==> config.mk <==
export PLATFORM = sky130hd
export DESIGN_NAME = flash_algo_ctrl
export DESIGN_NICKNAME = d
export VERILOG_FILES = /design/src/rtl/flash_algo_pkg.sv /design/src/rtl/step_timer.sv /design/src/rtl/flash_array.sv /design/src/rtl/algo_fsm.sv /design/src/rtl/status_read.sv /design/src/rtl/flash_algo_ctrl.sv
export SDC_FILE = /design/constraint.sdc
export NUM_CORES = 1
export LEC_CHECK = 0
export ABC_AREA = 1
export BUFFER_PORTS_ARGS = -buffer_cell sky130_fd_sc_hd__clkbuf_2
export CAP_MARGIN = 10
export CORE_MARGIN = 4
export CORE_UTILIZATION = 39
export CTS_CLUSTER_DIAMETER = 60
export DETAILED_ROUTE_END_ITERATION = 7
export PLACE_DENSITY_LB_ADDON = 0.08
export SLEW_MARGIN = 5
export SYNTH_ARGS = -nofsm -noshare
export SYNTH_HDL_FRONTEND = slang
export SYNTH_SLANG_ARGS = --single-unit
==> constraint.sdc <==
create_clock -name clk -period 3.97 [get_ports clk]
set_clock_uncertainty 0.15 [all_clocks]
set_input_delay 0.397 -clock clk [delete_from_list [all_inputs] [get_ports clk]]
set_output_delay 0.397 -clock clk [all_outputs]
set_load 0.05 [all_outputs]
==> src/rtl/flash_algo_pkg.sv <==
// Shared definitions for the program/erase sequencer.
// Assumes data words of at least 8 bits (status bits sit in the low byte).
package flash_algo_pkg;

    typedef enum logic [1:0] {
        ST_IDLE  = 2'd0,
        ST_PROG  = 2'd1,
        ST_ZERO  = 2'd2,
        ST_ERASE = 2'd3
    } algo_state_e;

    typedef enum logic {
        OP_PROGRAM    = 1'b0,
        OP_CHIP_ERASE = 1'b1
    } algo_op_e;

    // Status word bit positions; the host's polling routine depends on them.
    localparam int unsigned STAT_POLL_BIT   = 7;
    localparam int unsigned STAT_TOGGLE_BIT = 6;
    localparam int unsigned STAT_FAIL_BIT   = 5;

endpackage

==> src/rtl/step_timer.sv <==
// Counts the cycles of one algorithm step.
// Assumes: restart is asserted on the cycle an operation is accepted;
// a limit of 0 is treated as 1.
module step_timer #(
    parameter int unsigned CNT_W = 8
) (
    input  logic             clk,
    input  logic             rst_n,
    input  logic             restart,
    input  logic             run,
    input  logic [CNT_W-1:0] limit,
    output logic             step_done
);
    localparam logic [CNT_W-1:0] ONE = CNT_W'(1);

    logic [CNT_W-1:0] cnt_q;
    logic [CNT_W-1:0] eff_limit;

    // Effective step length, never zero.
    always_comb eff_limit = (limit == '0) ? ONE : limit;

    assign step_done = run && (cnt_q == eff_limit - ONE);

    // Step cycle counter, cleared at each step boundary.
    always_ff @(posedge clk) begin
        if (!rst_n)                   cnt_q <= '0;
        else if (restart || step_done) cnt_q <= '0;
        else if (run)                  cnt_q <= cnt_q + ONE;
    end

    // The counter never passes the end of a step (R11 keeps the window nonzero).
    assert_cnt_in_window_R11: assert property (@(posedge clk) disable iff (!rst_n)
        run |-> (cnt_q < eff_limit));

endmodule

==> src/rtl/flash_array.sv <==
// Register-based storage array with one write port and two read ports.
// Writes either AND the data into the word (program/zeroing) or overwrite
// it (erase to ones). Contents are not reset, as in real non-volatile storage.
module flash_array #(
    parameter int unsigned ADDR_W = 4,
    parameter int unsigned DATA_W = 8
) (
    input  logic              clk,
    input  logic              rst_n,
    input  logic              wr_en,
    input  logic              wr_and,
    input  logic [ADDR_W-1:0] wr_addr,
    input  logic [DATA_W-1:0] wr_data,
    input  logic [ADDR_W-1:0] rd_addr,
    output logic [DATA_W-1:0] rd_q,
    output logic [DATA_W-1:0] tgt_q
);
    localparam int unsigned DEPTH = 1 << ADDR_W;

    logic [DATA_W-1:0] mem [DEPTH];

    assign rd_q  = mem[rd_addr];
    assign tgt_q = mem[wr_addr];

    // Word update: clear-only merge or full overwrite.
    always_ff @(posedge clk) begin
        if (wr_en) begin
            if (wr_and) mem[wr_addr] <= mem[wr_addr] & wr_data;
            else        mem[wr_addr] <= wr_data;
        end
    end

    // A clear-only write never raises a bit of the target word.
    assert_no_bit_rise_R2: assert property (@(posedge clk) disable iff (!rst_n)
        (wr_en && wr_and) |=> ((mem[$past(wr_addr)] & ~$past(tgt_q)) == '0));

endmodule

==> src/rtl/algo_fsm.sv <==
// Sequencer for word program and two-pass chip erase.
// Assumes step_done pulses once per step from the step timer and that
// start is a single-cycle pulse; start is ignored unless idle.
module algo_fsm
    import flash_algo_pkg::*;
#(
    parameter int unsigned ADDR_W = 4,
    parameter int unsigned DATA_W = 8
) (
    input  logic              clk,
    input  logic              rst_n,
    input  logic              start,
    input  logic              op,
    input  logic [ADDR_W-1:0] addr,
    input  logic [DATA_W-1:0] wdata,
    input  logic              step_done,
    input  logic [DATA_W-1:0] tgt_q,
    output logic              busy,
    output logic              accept,
    output logic              wr_en,
    output logic              wr_and,
    output logic [ADDR_W-1:0] wr_addr,
    output logic [DATA_W-1:0] wr_data,
    output logic              poll_bit,
    output logic              err
);
    localparam logic [ADDR_W-1:0] LAST_ADDR = '1;
    localparam logic [ADDR_W-1:0] A_ONE     = ADDR_W'(1);

    algo_state_e       state_q;
    logic [ADDR_W-1:0] addr_q;
    logic [DATA_W-1:0] data_q;
    logic [ADDR_W-1:0] walk_q;
    logic              err_q;

    assign busy   = (state_q != ST_IDLE);
    assign accept = start && !busy;
    assign err    = err_q;

    // Write port steering for the current phase.
    always_comb begin
        wr_en   = busy && step_done;
        wr_and  = (state_q != ST_ERASE);
        wr_addr = (state_q == ST_PROG) ? addr_q : walk_q;
        unique case (state_q)
            ST_PROG:  wr_data = data_q;
            ST_ZERO:  wr_data = '0;
            default:  wr_data = '1;
        endcase
    end

    // Data-polling bit: complement of the target MSB (erase target is all ones).
    always_comb poll_bit = (state_q == ST_PROG) ? ~data_q[DATA_W-1] : 1'b0;

    // Phase sequencing and operand capture.
    always_ff @(posedge clk) begin
        if (!rst_n) begin
            state_q <= ST_IDLE;
            addr_q  <= '0;
            data_q  <= '0;
            walk_q  <= '0;
            err_q   <= 1'b0;
        end else begin
            unique case (state_q)
                ST_IDLE: begin
                    if (start) begin
                        err_q  <= 1'b0;
                        addr_q <= addr;
                        data_q <= wdata;
                        walk_q <= '0;
                        state_q <= (algo_op_e'(op) == OP_PROGRAM) ? ST_PROG : ST_ZERO;
                    end
                end
                ST_PROG: begin
                    if (step_done) begin
                        err_q   <= |(data_q & ~tgt_q);
                        state_q <= ST_IDLE;
                    end
                end
                ST_ZERO: begin
                    if (step_done) begin
                        walk_q <= walk_q + A_ONE;
                        if (walk_q == LAST_ADDR) state_q <= ST_ERASE;
                    end
                end
                ST_ERASE: begin
                    if (step_done) begin
                        walk_q <= walk_q + A_ONE;
                        if (walk_q == LAST_ADDR) state_q <= ST_IDLE;
                    end
                end
                default: state_q <= ST_IDLE;
            endcase
        end
    end

    // A start while busy leaves the captured operands alone.
    assert_busy_start_ignored_R9: assert property (@(posedge clk) disable iff (!rst_n)
        (busy && start) |=> ($stable(addr_q) && $stable(data_q)));

    // The error flag only rises as a program step finishes.
    assert_err_from_program_R3: assert property (@(posedge clk) disable iff (!rst_n)
        $rose(err_q) |-> ($past(state_q) == ST_PROG));

    // Erase pass starts only after the zeroing pass covered the last word.
    assert_zero_before_erase_R6: assert property (@(posedge clk) disable iff (!rst_n)
        (state_q == ST_ERASE && $past(state_q) == ST_ZERO) |-> ($past(walk_q) == LAST_ADDR));

endmodule

==> src/rtl/status_read.sv <==
// Registered read path: array word when idle, polling status word when busy.
// Assumes DATA_W >= 8. The toggle bit flips on every busy read.
module status_read
    import flash_algo_pkg::*;
#(
    parameter int unsigned DATA_W = 8
) (
    input  logic              clk,
    input  logic              rst_n,
    input  logic              rd_en,
    input  logic              busy,
    input  logic              poll_bit,
    input  logic              fail_bit,
    input  logic [DATA_W-1:0] arr_q,
    output logic [DATA_W-1:0] rd_data
);
    logic              tog_q;
    logic [DATA_W-1:0] stat_word;

    // Assemble the status word from its individual bits.
    always_comb begin
        stat_word                  = '0;
        stat_word[STAT_POLL_BIT]   = poll_bit;
        stat_word[STAT_TOGGLE_BIT] = tog_q;
        stat_word[STAT_FAIL_BIT]   = fail_bit;
    end

    // Read register and toggle state.
    always_ff @(posedge clk) begin
        if (!rst_n) begin
            rd_data <= '0;
            tog_q   <= 1'b0;
        end else if (rd_en) begin
            if (busy) begin
                rd_data <= stat_word;
                tog_q   <= ~tog_q;
            end else begin
                rd_data <= arr_q;
            end
        end
    end

    // Two back-to-back busy reads return opposite toggle bits.
    assert_toggle_flips_R8: assert property (@(posedge clk) disable iff (!rst_n)
        (rd_en && busy && $past(rd_en && busy)) |=>
            (rd_data[STAT_TOGGLE_BIT] != $past(rd_data[STAT_TOGGLE_BIT])));

endmodule

==> src/rtl/flash_algo_ctrl.sv <==
// Top of the embedded program / chip-erase sequencer.
// Connects step timer, sequencer, storage array and read path.
// Assumes start comes from a command decoder as a one-cycle pulse.
module flash_algo_ctrl #(
    parameter int unsigned ADDR_W = 4,
    parameter int unsigned DATA_W = 8,
    parameter int unsigned CNT_W  = 8
) (
    input  logic              clk,
    input  logic              rst_n,
    input  logic              start,
    input  logic              op,
    input  logic [ADDR_W-1:0] addr,
    input  logic [DATA_W-1:0] wdata,
    input  logic [CNT_W-1:0]  step_cycles,
    input  logic              rd_en,
    input  logic [ADDR_W-1:0] rd_addr,
    output logic [DATA_W-1:0] rd_data,
    output logic              ready,
    output logic              err
);
    logic              busy;
    logic              accept;
    logic              step_done;
    logic              wr_en;
    logic              wr_and;
    logic [ADDR_W-1:0] wr_addr;
    logic [DATA_W-1:0] wr_data;
    logic [DATA_W-1:0] rd_q;
    logic [DATA_W-1:0] tgt_q;
    logic              poll_bit;

    assign ready = !busy;

    step_timer #(.CNT_W(CNT_W)) u_timer (
        .clk       (clk),
        .rst_n     (rst_n),
        .restart   (accept),
        .run       (busy),
        .limit     (step_cycles),
        .step_done (step_done)
    );

    algo_fsm #(.ADDR_W(ADDR_W), .DATA_W(DATA_W)) u_fsm (
        .clk       (clk),
        .rst_n     (rst_n),
        .start     (start),
        .op        (op),
        .addr      (addr),
        .wdata     (wdata),
        .step_done (step_done),
        .tgt_q     (tgt_q),
        .busy      (busy),
        .accept    (accept),
        .wr_en     (wr_en),
        .wr_and    (wr_and),
        .wr_addr   (wr_addr),
        .wr_data   (wr_data),
        .poll_bit  (poll_bit),
        .err       (err)
    );

    flash_array #(.ADDR_W(ADDR_W), .DATA_W(DATA_W)) u_array (
        .clk     (clk),
        .rst_n   (rst_n),
        .wr_en   (wr_en),
        .wr_and  (wr_and),
        .wr_addr (wr_addr),
        .wr_data (wr_data),
        .rd_addr (rd_addr),
        .rd_q    (rd_q),
        .tgt_q   (tgt_q)
    );

    status_read #(.DATA_W(DATA_W)) u_read (
        .clk      (clk),
        .rst_n    (rst_n),
        .rd_en    (rd_en),
        .busy     (busy),
        .poll_bit (poll_bit),
        .fail_bit (err),
        .arr_q    (rd_q),
        .rd_data  (rd_data)
    );

    // An accepted start drops ready on the next cycle.
    assert_start_drops_ready_R4: assert property (@(posedge clk) disable iff (!rst_n)
        (start && ready) |=> !ready);

    // Leaving reset always finds the block idle.
    assert_idle_after_reset_R1: assert property (@(posedge clk)
        $rose(rst_n) |-> (ready && !err));

endmodule

==> qor.yml <==
yosysWarnings: 0
fin_nets: 1117
synth_area_mm2: 0.00852
grt_pass1_wl_um: 40600
diodes: 0
power_density_mw_per_mm2: 533
r2r-end: "u_array.mem[7][4]"
async_flop_share_pct: 0
cts_setup_buffers: 0
ctsHoldBuffers: 0
synth_fa_ha_area_share_pct: 0.441
rsz0062_at_grt: "no"
wl_um: 26600
h-tree-depth: 4
wl_met3_um: 1350
hold_end: "u_fsm.addr_q[2]"
synth_edf_count: 128
clk_pin_slew_ps: 70
cts_made_buffers: 17
top_layer: "met4"
p_leak_nw: 3.99
drv_slew: 0
worstReg2RegStart: "u_fsm.state_q[0]"
syn_inst: 1039
synth_top_area_share_pct: 45.1
synthFlopType: "edfxtp_1"
groute.usage.overall_pct: 22.3
r2r_slack_ps: 800
synth_compound_area_share_pct: 12.5
grt-ovfl-total: 0
synth_common_cells: "nand2_1 (369), nor2_1 (140), edfxtp_1 (128)"
nFillCells: 2130
ys_seq_elements: 164
critPathArrivalTime_ps: 3190
start_kind: "register"
hold_violations: 0
core_area_mm2: 0.0212
die_y_um: 156
endpoint_kind: "register"
setup_violations: 0
cts_tree: "built"
cts_sinks: 164
io_pins: 39
gp_congestion: 0.903
worstHoldPathType: "primary input to register"
synth_xor_area_share_pct: 1.13
crit_type: "register to register"
dp_hpwl_um: 18000
ir_drop_uv: 259
first_global_vias: 7084
synth_top_family_by_area: "simple AND/OR/NAND/NOR gates"
whs_ps: 34.6
fin_area_mm2: 0.00976
cts_root_buf: "clkbuf_16"
whs_path_depth: 3
clk_path_buf_depth: 2
synth_cell_types: 43
start_util_pct: 40.1
met1_length_um: 11300
max-cap-violations: 0
synth_area_leaders: "edfxtp_1 (45%), nand2_1 (16%), dfxtp_1 (8.5%)"
clock_latency_ps: 430
drc: 0
synth_most_common_cell: "nand2_1"
cp_max_fo: 25
vias_per_cell: 5.28
fp-row-count: 53
synth-simple-area-share_pct: 27.3
ys_seq_area_share_pct: 53.6
grt_max_degree: 56
antenna_left: 0
die_area_mm2: 0.0243
die_w_um: 156
dpl-instance-area_mm2: 0.00912
synth.area.mux_share_pct: 0
worstPathRequired_ps: 3990
synth_nets: 1071
cts-resized-gates: 0
syn_avg_cell_area_um2: 8.20
antenna_found_initial: 0
finalCritPeriodShare_pct: 79.9
vias: 7240
tns_ps: 0
fmax_ghz: 0.315
slew_headroom_pct: 47.2
port_buffers: 38
fin_crit_ps: 3170
routed-wl-met2_um: 13200
drtPass1Iterations: 5
status: "completed"
worst_pin_slew_ps: 790
rr_worst_depth: 13
drive_above_1_share_pct: 12.9
wl_per_cell_um: 19.4
holdCritStartpoint: "addr[2]"
area_growth_pct: 14.6
drt-initial-drc-count: 641
yosys.area.top_type: "edfxtp_1"
## state kept, by name, indices dropped and copies added (netlist names)
name and flops:
u_array.mem 128, u_fsm.data_q 8, u_read.rd_data 8, u_timer.cnt_q 8, u_fsm.addr_q 4, u_fsm.walk_q 4, u_fsm.state_q 2, u_fsm.err 1
u_read.tog_q 1
## layout make-up
type / instances / area [um2] / area share, %
clock buffers: 17 / 425 / 4.36
clock inverters: 14 / 211 / 2.17
inverters: 43 / 164 / 1.68
multi-input cells: 781 / 3520 / 36.1
flip-flops and latches: 164 / 4560 / 46.8
well taps: 275 / 344 / 3.53
repair buffers: 78 / 528 / 5.41
## cells by family (layout without fill, tap and decap cells)
| kind of cell | after synthesis | count (layout) |
|---|---|---|
| XOR/XNOR | 11 | 11 |
| buffers and inverters | 94 | 152 |
| AO/OA/AOI/OAI | 189 | 189 |
| adder cells (fa/ha/maj) | 3 | 3 |
| flip-flops | 164 | 164 |
| AND/OR/NAND/NOR | 578 | 578 |
## report_power, final
group,switching [mW],total (mW),internal [mW]
Combinational,0.938,1.27,0.328
Clock,0.727,1.80,1.07
Sequential,0.0477,2.14,2.09
## cells in the final DEF, fill, tap and decap left out, drive strengths merged, types with 3 or more instances in the layout
master,instances
nand2,378
nor2,147
edfxtp,128
o21ai,120
clkbuf,55
inv,50
nand3,41
buf,40
dfxtp,36
o22ai,25
a21oi,25
xnor2,6
o221ai,6
nor3,5
xor2,5
nand4,4
bufinv,4
o211ai,4
ha,3
clkinv,3
or2,3
## stage by stage
stage	util, %	power, mW	setup WS, ps	instances
after floorplan	-	2.94	946	1039
after global placement	43.0	3.45	570	1341
after detailed placement	43.0	3.44	492	1341
after CTS	46.0	5.23	845	1372
after global routing	46.0	5.44	579	1372
final	46.0	5.20	798	1372
## per-layer routing
layer	track usage, %	vias to the layer above
met5	0	-
met4	8.42	0
met3	3.50	47
met2	39.1	229
met1	27.7	3387
li1	-	3577
## critical path, stage by stage (launching register included)
cell and delay [ps]:
dfxtp_1 660, nand2_8 190, nand2_2 210, nand2_2 380, buf_12 320, nand2_1 80, nand2_1 60, nand2_1 60
nand2_1 50, nand2_1 60, nand2_1 50, nor2_1 290, o21ai_1 120, buf_4 220
## worst max-delay path by stage
| stage | endpoint | slack, ps | from |
|---|---|---|---|
| after floorplan | u_array.mem[8][0] | 950 | step_cycles[1] |
| after global placement | u_array.mem[2][6] | 570 | step_cycles[1] |
| after detailed placement | u_array.mem[1][6] | 490 | step_cycles[1] |
| after CTS | u_array.mem[7][4] | 850 | u_fsm.state_q[0] |
| after global routing | u_array.mem[6][6] | 580 | step_cycles[1] |
| final | u_array.mem[7][4] | 800 | u_fsm.state_q[0] |
Note: power is estimated with default switching activity, not from simulation.
